`src/rtl/fwd_pkg.sv`:
```
package fwd_pkg;

  // Operand path encoding shared by the selector, the mux and the top
  typedef enum logic [1:0] {
    SEL_RF = 2'b00,
    SEL_RZ = 2'b01,
    SEL_RY = 2'b10
  } fwd_sel_e;

  localparam int unsigned NUM_OPS   = 2;
  localparam int unsigned NUM_PROD  = 2;
  localparam int unsigned PROD_MEM  = 0;
  localparam int unsigned PROD_WB   = 1;

endpackage

```
`src/rtl/fwd_hit.sv`:
```
module fwd_hit #(
  parameter int unsigned REG_AW = 5
) (
  input  logic [REG_AW-1:0] src,
  input  logic [REG_AW-1:0] dst,
  input  logic              wr,
  output logic              hit
);

  localparam logic [REG_AW-1:0] ZERO_REG = '0;

  logic dst_live;
  logic same_reg;

  always_comb begin
    dst_live = wr && (dst != ZERO_REG);
    same_reg = (dst == src);
    hit      = dst_live && same_reg;
  end

endmodule

```
`src/rtl/fwd_select.sv`:
```
module fwd_select
  import fwd_pkg::*;
(
  input  logic     clk,
  input  logic     rst_n,
  input  logic     hit_mem,
  input  logic     mem_load,
  input  logic     hit_wb,
  output fwd_sel_e sel,
  output logic     load_use
);

  logic mem_usable;

  always_comb begin
    mem_usable = hit_mem && !mem_load;
    load_use   = hit_mem && mem_load;
    if (mem_usable)  sel = SEL_RZ;
    else if (hit_wb) sel = SEL_RY;
    else             sel = SEL_RF;
  end

  // Younger producer wins whenever its result is already in RZ
  p_younger_wins_r4: assert property (@(posedge clk) disable iff (!rst_n)
    (hit_mem && hit_wb && !mem_load) |-> (sel == SEL_RZ));

  // A pending load never drives the RZ path
  p_load_not_from_rz_r7: assert property (@(posedge clk) disable iff (!rst_n)
    load_use |-> (sel != SEL_RZ));

  // Legal encodings only
  p_sel_legal_r1: assert property (@(posedge clk) disable iff (!rst_n)
    $onehot0(sel));

endmodule

```
`src/rtl/fwd_opmux.sv`:
```
module fwd_opmux
  import fwd_pkg::*;
#(
  parameter int unsigned DATA_W = 32
) (
  input  fwd_sel_e          sel,
  input  logic [DATA_W-1:0] rf_val,
  input  logic [DATA_W-1:0] rz_val,
  input  logic [DATA_W-1:0] ry_val,
  output logic [DATA_W-1:0] op
);

  always_comb begin
    unique case (sel)
      SEL_RZ:  op = rz_val;
      SEL_RY:  op = ry_val;
      default: op = rf_val;
    endcase
  end

endmodule

```
`src/rtl/fwd_unit.sv`:
```
module fwd_unit
  import fwd_pkg::*;
#(
  parameter int unsigned DATA_W = 32,
  parameter int unsigned REG_AW = 5
) (
  input  logic              clk,
  input  logic              rst_n,
  input  logic [REG_AW-1:0] ex_src_a,
  input  logic [REG_AW-1:0] ex_src_b,
  input  logic [REG_AW-1:0] mem_dst,
  input  logic              mem_wr,
  input  logic              mem_load,
  input  logic [REG_AW-1:0] wb_dst,
  input  logic              wb_wr,
  input  logic [DATA_W-1:0] rf_a,
  input  logic [DATA_W-1:0] rf_b,
  input  logic [DATA_W-1:0] rz_val,
  input  logic [DATA_W-1:0] ry_val,
  output logic [DATA_W-1:0] op_a,
  output logic [DATA_W-1:0] op_b,
  output logic [1:0]        sel_a,
  output logic [1:0]        sel_b,
  output logic              stall
);

  logic [REG_AW-1:0] src_v   [NUM_OPS];
  logic [DATA_W-1:0] rf_v    [NUM_OPS];
  logic [DATA_W-1:0] op_v    [NUM_OPS];
  fwd_sel_e          sel_v   [NUM_OPS];
  logic [NUM_OPS-1:0] load_use_v;

  logic [REG_AW-1:0] prod_dst [NUM_PROD];
  logic              prod_wr  [NUM_PROD];

  always_comb begin
    src_v[0]           = ex_src_a;
    src_v[1]           = ex_src_b;
    rf_v[0]            = rf_a;
    rf_v[1]            = rf_b;
    prod_dst[PROD_MEM] = mem_dst;
    prod_wr[PROD_MEM]  = mem_wr;
    prod_dst[PROD_WB]  = wb_dst;
    prod_wr[PROD_WB]   = wb_wr;
  end

  for (genvar g_op = 0; g_op < NUM_OPS; g_op++) begin : g_operand
    logic [NUM_PROD-1:0] hit;

    for (genvar g_pr = 0; g_pr < NUM_PROD; g_pr++) begin : g_prod
      fwd_hit #(.REG_AW(REG_AW)) u_hit (
        .src (src_v[g_op]),
        .dst (prod_dst[g_pr]),
        .wr  (prod_wr[g_pr]),
        .hit (hit[g_pr])
      );
    end

    fwd_select u_sel (
      .clk      (clk),
      .rst_n    (rst_n),
      .hit_mem  (hit[PROD_MEM]),
      .mem_load (mem_load),
      .hit_wb   (hit[PROD_WB]),
      .sel      (sel_v[g_op]),
      .load_use (load_use_v[g_op])
    );

    fwd_opmux #(.DATA_W(DATA_W)) u_mux (
      .sel    (sel_v[g_op]),
      .rf_val (rf_v[g_op]),
      .rz_val (rz_val),
      .ry_val (ry_val),
      .op     (op_v[g_op])
    );
  end

  always_comb begin
    op_a  = op_v[0];
    op_b  = op_v[1];
    sel_a = sel_v[0];
    sel_b = sel_v[1];
    stall = |load_use_v;
  end

  // Delivered operand matches the path announced by the select
  p_rz_value_a_r2: assert property (@(posedge clk) disable iff (!rst_n)
    (sel_a == SEL_RZ) |-> (op_a == rz_val));
  p_rz_value_b_r2: assert property (@(posedge clk) disable iff (!rst_n)
    (sel_b == SEL_RZ) |-> (op_b == rz_val));
  p_ry_value_a_r3: assert property (@(posedge clk) disable iff (!rst_n)
    (sel_a == SEL_RY) |-> (op_a == ry_val));
  p_ry_value_b_r3: assert property (@(posedge clk) disable iff (!rst_n)
    (sel_b == SEL_RY) |-> (op_b == ry_val));

  // No writers in flight: register file only, no stall
  p_idle_rf_r5: assert property (@(posedge clk) disable iff (!rst_n)
    (!mem_wr && !wb_wr) |-> (op_a == rf_a && op_b == rf_b && !stall));

  // Register 0 producers never bypass
  p_zero_dst_r6: assert property (@(posedge clk) disable iff (!rst_n)
    (mem_dst == '0 && wb_dst == '0) |->
      (sel_a == SEL_RF && sel_b == SEL_RF && !stall));

  // Stall only for a writing load in Memory
  p_stall_cause_r8: assert property (@(posedge clk) disable iff (!rst_n)
    stall |-> (mem_wr && mem_load && mem_dst != '0));

  // While stalling, neither operand is drawn from RZ
  p_stall_no_rz_r7: assert property (@(posedge clk) disable iff (!rst_n)
    stall |-> (sel_a != SEL_RZ && sel_b != SEL_RZ));

endmodule

```
`config.mk`:
```
export PLATFORM = sky130hd
export DESIGN_NAME = fwd_unit
export DESIGN_NICKNAME = d
export VERILOG_FILES = /design/src/rtl/fwd_pkg.sv /design/src/rtl/fwd_hit.sv /design/src/rtl/fwd_select.sv /design/src/rtl/fwd_opmux.sv /design/src/rtl/fwd_unit.sv
export SDC_FILE = /design/constraint.sdc
export NUM_CORES = 1
export LEC_CHECK = 0
export BUFFER_PORTS_ARGS = -buffer_cell sky130_fd_sc_hd__buf_2
export CAP_MARGIN = 20
export CORE_AREA = 2 2 86 88
export DETAILED_ROUTE_END_ITERATION = 10
export DIE_AREA = 0 0 88 90
export SETUP_SLACK_MARGIN = 0.3
export SKIP_LAST_GASP = 1
export SYNTH_ARGS = -nofsm -noshare
export SYNTH_HDL_FRONTEND = slang
export SYNTH_HIERARCHICAL = 1
export SYNTH_SLANG_ARGS = --single-unit
```
`constraint.sdc`:
```
create_clock -name vclk -period 2.91
set_clock_uncertainty 0.2 [all_clocks]
set_input_delay 0.1455 -clock vclk [all_inputs]
set_output_delay 0.1455 -clock vclk [all_outputs]
set_load 0.05 [all_outputs]
```
Word-level counts from Yosys, hierarchy flattened
Index checks and enable logic that the tools add are counted.
Storage, ports and cells
  logic and storage cells: 28
  register bits: 0
  output and inout port bits: 69
Operators by class
  multiplexer cells: 6
  equality and inequality tests: 8
  reduce and logical (&&, ||, !) cells: 14
Operators by type and width (number)
  one-hot mux 32 bit (2 select lines): 2
  == test 5 bit: 4
  logical AND 1 bit: 10
  nonzero test 5 bit: 2
  2-to-1 mux 2 bit: 4
  == test 2 x 1 -> 1 bit (second input constant): 2
  == test 2 bit (second input constant): 2
  OR reduction 2 bit: 1
  logical NOT 1 bit: 1

Depth between registers and ports, before layout
  word-level depth: 7
  depth in mapped cells: 11

Modules after synthesis
Netlist, hierarchy kept.
Modules (own cells, without submodules)
  fwd_opmux: times used 2, cells an instance 113, area each 636.9 µm², seq. area each 0.0 µm²
  fwd_hit: times used 4, cells an instance 10, area each 76.3 µm², seq. area each 0.0 µm²
  fwd_select: times used 2, cells an instance 4, area each 37.5 µm², seq. area each 0.0 µm²
  fwd_unit: times used 1, cells an instance 1, area each 6.3 µm², seq. area each 0.0 µm²

Worst setup path before layout
Ideal clock, no wire load.
  path type: input -> output
  start: in mem_dst[0]
  end: out op_a[29]
  slack: -0.278 ns
  stages: 8
  data arrival time: 2.842 ns
  cells stage by stage: nor4_2 -> o21ai_1 -> and4_1 -> nor2b_4 -> nor2b_2 -> ha_1 -> buf_2 -> o21ai_0
Between the ends
  cells in the longest elaborated chain, start to end: 7
RTL lines
  start: declaration: RTL line fwd_unit.sv:11  | input logic [REG_AW-1:0] mem_dst,
  nonzero test 5 bit: RTL line fwd_hit.sv:16  | dst_live = wr && (dst != ZERO_REG);
  logical AND 1 bit: RTL line fwd_hit.sv:16
  logical AND 1 bit (*): RTL line fwd_hit.sv:18  | hit = dst_live && same_reg;
  net g_operand[0].hit[0]: RTL line fwd_unit.sv:48  | logic [NUM_PROD-1:0] hit;
  logical AND 1 bit (*): RTL line fwd_select.sv:16  | mem_usable = hit_mem && !mem_load;
  net g_operand[0].u_sel.mem_usable: RTL line fwd_select.sv:13  | logic mem_usable;
  2-to-1 mux 2 bit (*): RTL line fwd_select.sv:18  | if (mem_usable) sel = SEL_RZ;
  net sel_a[1]: RTL line fwd_unit.sv:22  | output logic [1:0] sel_a,
  == test 2 bit / == test 2 x 1 -> 1 bit (equally long branches): RTL line fwd_opmux.sv:14  | unique case (sel)
  one-hot mux 32 bit (2 select lines) (*): RTL line fwd_opmux.sv:14
  end: declaration: RTL line fwd_unit.sv:20  | output logic [DATA_W-1:0] op_a,
Mark *: on every way through the listed nets, which the timed path passes. The rest lies on a longest branch.

Final worst setup path
  start: in ex_src_b[3]
  end: out op_b[19]
Between the ends
  cells in the longest elaborated chain, start to end: 6
RTL lines
  start: declaration: RTL line fwd_unit.sv:10  | input logic [REG_AW-1:0] ex_src_b,
  == test 5 bit (*): RTL line fwd_hit.sv:17  | same_reg = (dst == src);
  logical AND 1 bit (*): RTL line fwd_hit.sv:18
  net g_operand[1].hit[0]: RTL line fwd_unit.sv:48
  logical AND 1 bit (*): RTL line fwd_select.sv:16
  2-to-1 mux 2 bit (*): RTL line fwd_select.sv:18
  == test 2 bit / == test 2 x 1 -> 1 bit (equally long branches): RTL line fwd_opmux.sv:14
  one-hot mux 32 bit (2 select lines) (*): RTL line fwd_opmux.sv:14
  end: declaration: RTL line fwd_unit.sv:21  | output logic [DATA_W-1:0] op_b,
Marked as above.

==> summary.txt <==
Global route
  – First-pass GRT wire length: 12.7 mm
  – Antenna violations before repair: 0
  – Number of global-route vias before repair: 2,756
  – Total grt overflow: 0
  – Largest net degree at the start of global routing: 43
  – Overall Global Routing Usage: 0.192

Cells and area
  – Final Cell Area: 3210 µm²
  – Share of layout cells above drive strength 1: 0.638
  – FF+latch area: 0 µm²
  – Number of diodes: 0
  – Post-Route Utilization: 0.457
  – Clock buffers: 0
  – Layout area overhead: 93.4%
  – Layout net count: 639
  – Num sequential: 0

Critical path
  – CP endpoint: op_b[19]
  – Crit path cell chain: buf_2 -> xor2_1 -> nor3_1 -> and4_1 -> nor2b_4 -> nor2b_4 -> ha_2 -> buf_12 -> nand2_1 -> o21ai_2 -> buf_2
  – CP top delay family: simple AND/OR/NAND/NOR gates
  – Worst setup path startpoint: ex_src_b[3]
  – Max stage delay cell, worst path: ha_2
  – Critical Path Sink Type: primary output
  – Setup CP Type: in2out
  – CP max FO: 22
  – CP arrival: 2.21 ns
  – Number of buffers and inverters on the critical path: 3
  – Worst path max stage delay: 0.41 ns
  – Crit path depth: 11
  – Worst endpoint required time: 2.56 ns
  – CP Launch Type: input port

Detailed routing
  – Residual DRC count: 0
  – Vias: 2,948
  – Met2 WL post-DR: 4.40 mm
  – Wire length on met3: 641 µm
  – Highest metal used: met4
  – M1 WL: 3.22 mm
  – Vias/cell: 5.09
  – Routed WL: 8.29 mm
  – 1st-iter DRT viols: 99
  – First-pass DRT Iterations: 4
  – Number of nets with antenna violations after routing: 0
  – WL/cell: 14.3 µm

Placement
  – Placed cell area: 3080 µm²
  – PortBufs: 220
  – Gp weighted congestion: 0.818
  – Place WS: 0.313 ns
  – Hpwl dp: 6.39 mm

Yosys
  – Seq/Total Area, Yosys: 0
  – Synth top cells by count: 68 x nand2_1, 64 x a22oi_1, 64 x o21ai_1
  – Synthesized area: 1660 µm²
  – Post-synth top area share: 0.289
  – Syn Area/Cell: 6.04 µm²
  – Leading area contributor after synthesis: a22oi_1
  – Count of cell types in the netlist: 19
  – Top post-synthesis cells by area: a22oi_1 29%, o21ai_1 19%, nand2_1 15%
  – Yosys warns: 6
  – Cells after Synth: 275
  – Most frequent cell after synthesis: nand2_1
  – Syn nets: 432

Outcome
  – Status: completed

Floorplanning
  – Initial Util: 0.236
  – FP Rows: 31
  – Area of the core: 7020 µm²
  – Ports: 222
  – Die area: 7920 µm²
  – Die Span Y: 90 µm
  – Die W: 88 µm

Timing
  – Setup_tns: 0 ns
  – Final setup margin: 0.358 ns
  – Fin. max-slew vios: 0
  – Period utilisation layout: 0.877
  – Fmax: 0.392 GHz
  – Min cycle time layout: 2.55 ns
  – Worst-Margin Slew: 0.282 ns
  – RSZ-0062 raised after global routing: yes
  – Fin. Hold Viols: 0
  – Setup violators final: 0
  – Rel. slew slack: 0.812

CTS
  – CTS Hold Bufs: 0
  – Post-cts gate resize count: 0
  – Postcts setup bufs: 0

Hold path
  – Hold Crit Start: rf_a[23]
  – HP Class: in2out

Power and ir drop
  – Pwr/cell area: 172 nW/µm²
  – Clock power share: 0
  – P_sw: 0.358 mW
  – Internal: 0.193 mW
  – Comb pwr share: 1.000
  – Pleak: 1.56 nW
  – Max IR drop VDD: 0.0871 mV
  – Seq pwr share: 0
  – Pwr Total: 0.551 mW
  – Net Sw Frac: 0.649

Flow run
  – Max Cap Viol: 0
logic make-up after synthesis:
family / synth area share
AOI/OAI and AO/OA: 0.494
xor gates and xnor gates: 0.0844
buffers and inverters: 0.119
adders and majority gates: 0.0301
and+or+nand+nor: 0.272
per-stage QoR:
step	hold slack [ns]	std cells
finish	0.480	579
global route	0.495	579
CTS	0.489	578
detailed placement	0.487	578
global placement	0.492	578
floorplan	0.296	275
worst min path at each step:
stage,endpoint,slack [ns],cells after the start
floorplan,sel_a[0],0.30,2
global placement,op_a[31],0.49,4
detailed placement,op_b[28],0.49,4
CTS,op_b[28],0.49,4
global route,op_a[22],0.50,4
finish,op_a[23],0.48,4
routing by layer:
| metal | up-vias | GRT usage |
|---|---|---|
| li1 | 1455 | - |
| met1 | 1364 | 0.221 |
| met2 | 124 | 0.378 |
| met3 | 5 | 0.0248 |
| met4 | 0 | 0.0141 |
| met5 | - | 0 |
cell type report:
type | count | area, µm²
well taps | 99 | 124
inverters | 4 | 15.0
repair buffers | 233 | 1360
multi-input cells | 243 | 1710
fillers | 742 | 3810
power by group through the flow:
stage | Combinational, mW | Clock (mW) | Sequential, mW
2_1_floorplan | 0.335 | 0 | 0
3_3_place_gp | 0.526 | 0 | 0
3_5_place_dp | 0.531 | 0 | 0
4_1_cts | 0.532 | 0 | 0
5_1_grt | 0.588 | 0 | 0
6_report | 0.551 | 0 | 0
placed cells by master (no fill, tap or decap):
cell type | netlist | final
o21ai_1 | 64 | 8
nor4_2 | 4 | 4
a22oi_1 | 64 | 63
nor2b_4 | 2 | 4
ha_1 | 4 | 2
and2_2 | 2 | 2
buf_12 | 0 | 4
or2_0 | 4 | 4
or2_1 | 1 | 1
o21ai_2 | 0 | 60
inv_1 | 4 | 4
buf_4 | 2 | 8
buf_2 | 20 | 181
xor2_1 | 12 | 12
and4_1 | 4 | 4
ha_2 | 0 | 2
clkbuf_16 | 0 | 1
a22oi_2 | 0 | 1
clkbuf_4 | 0 | 39
nor3_1 | 4 | 4
xnor2_1 | 4 | 4
nand2_1 | 68 | 68
Note: power is estimated with default switching activity, not from simulation.
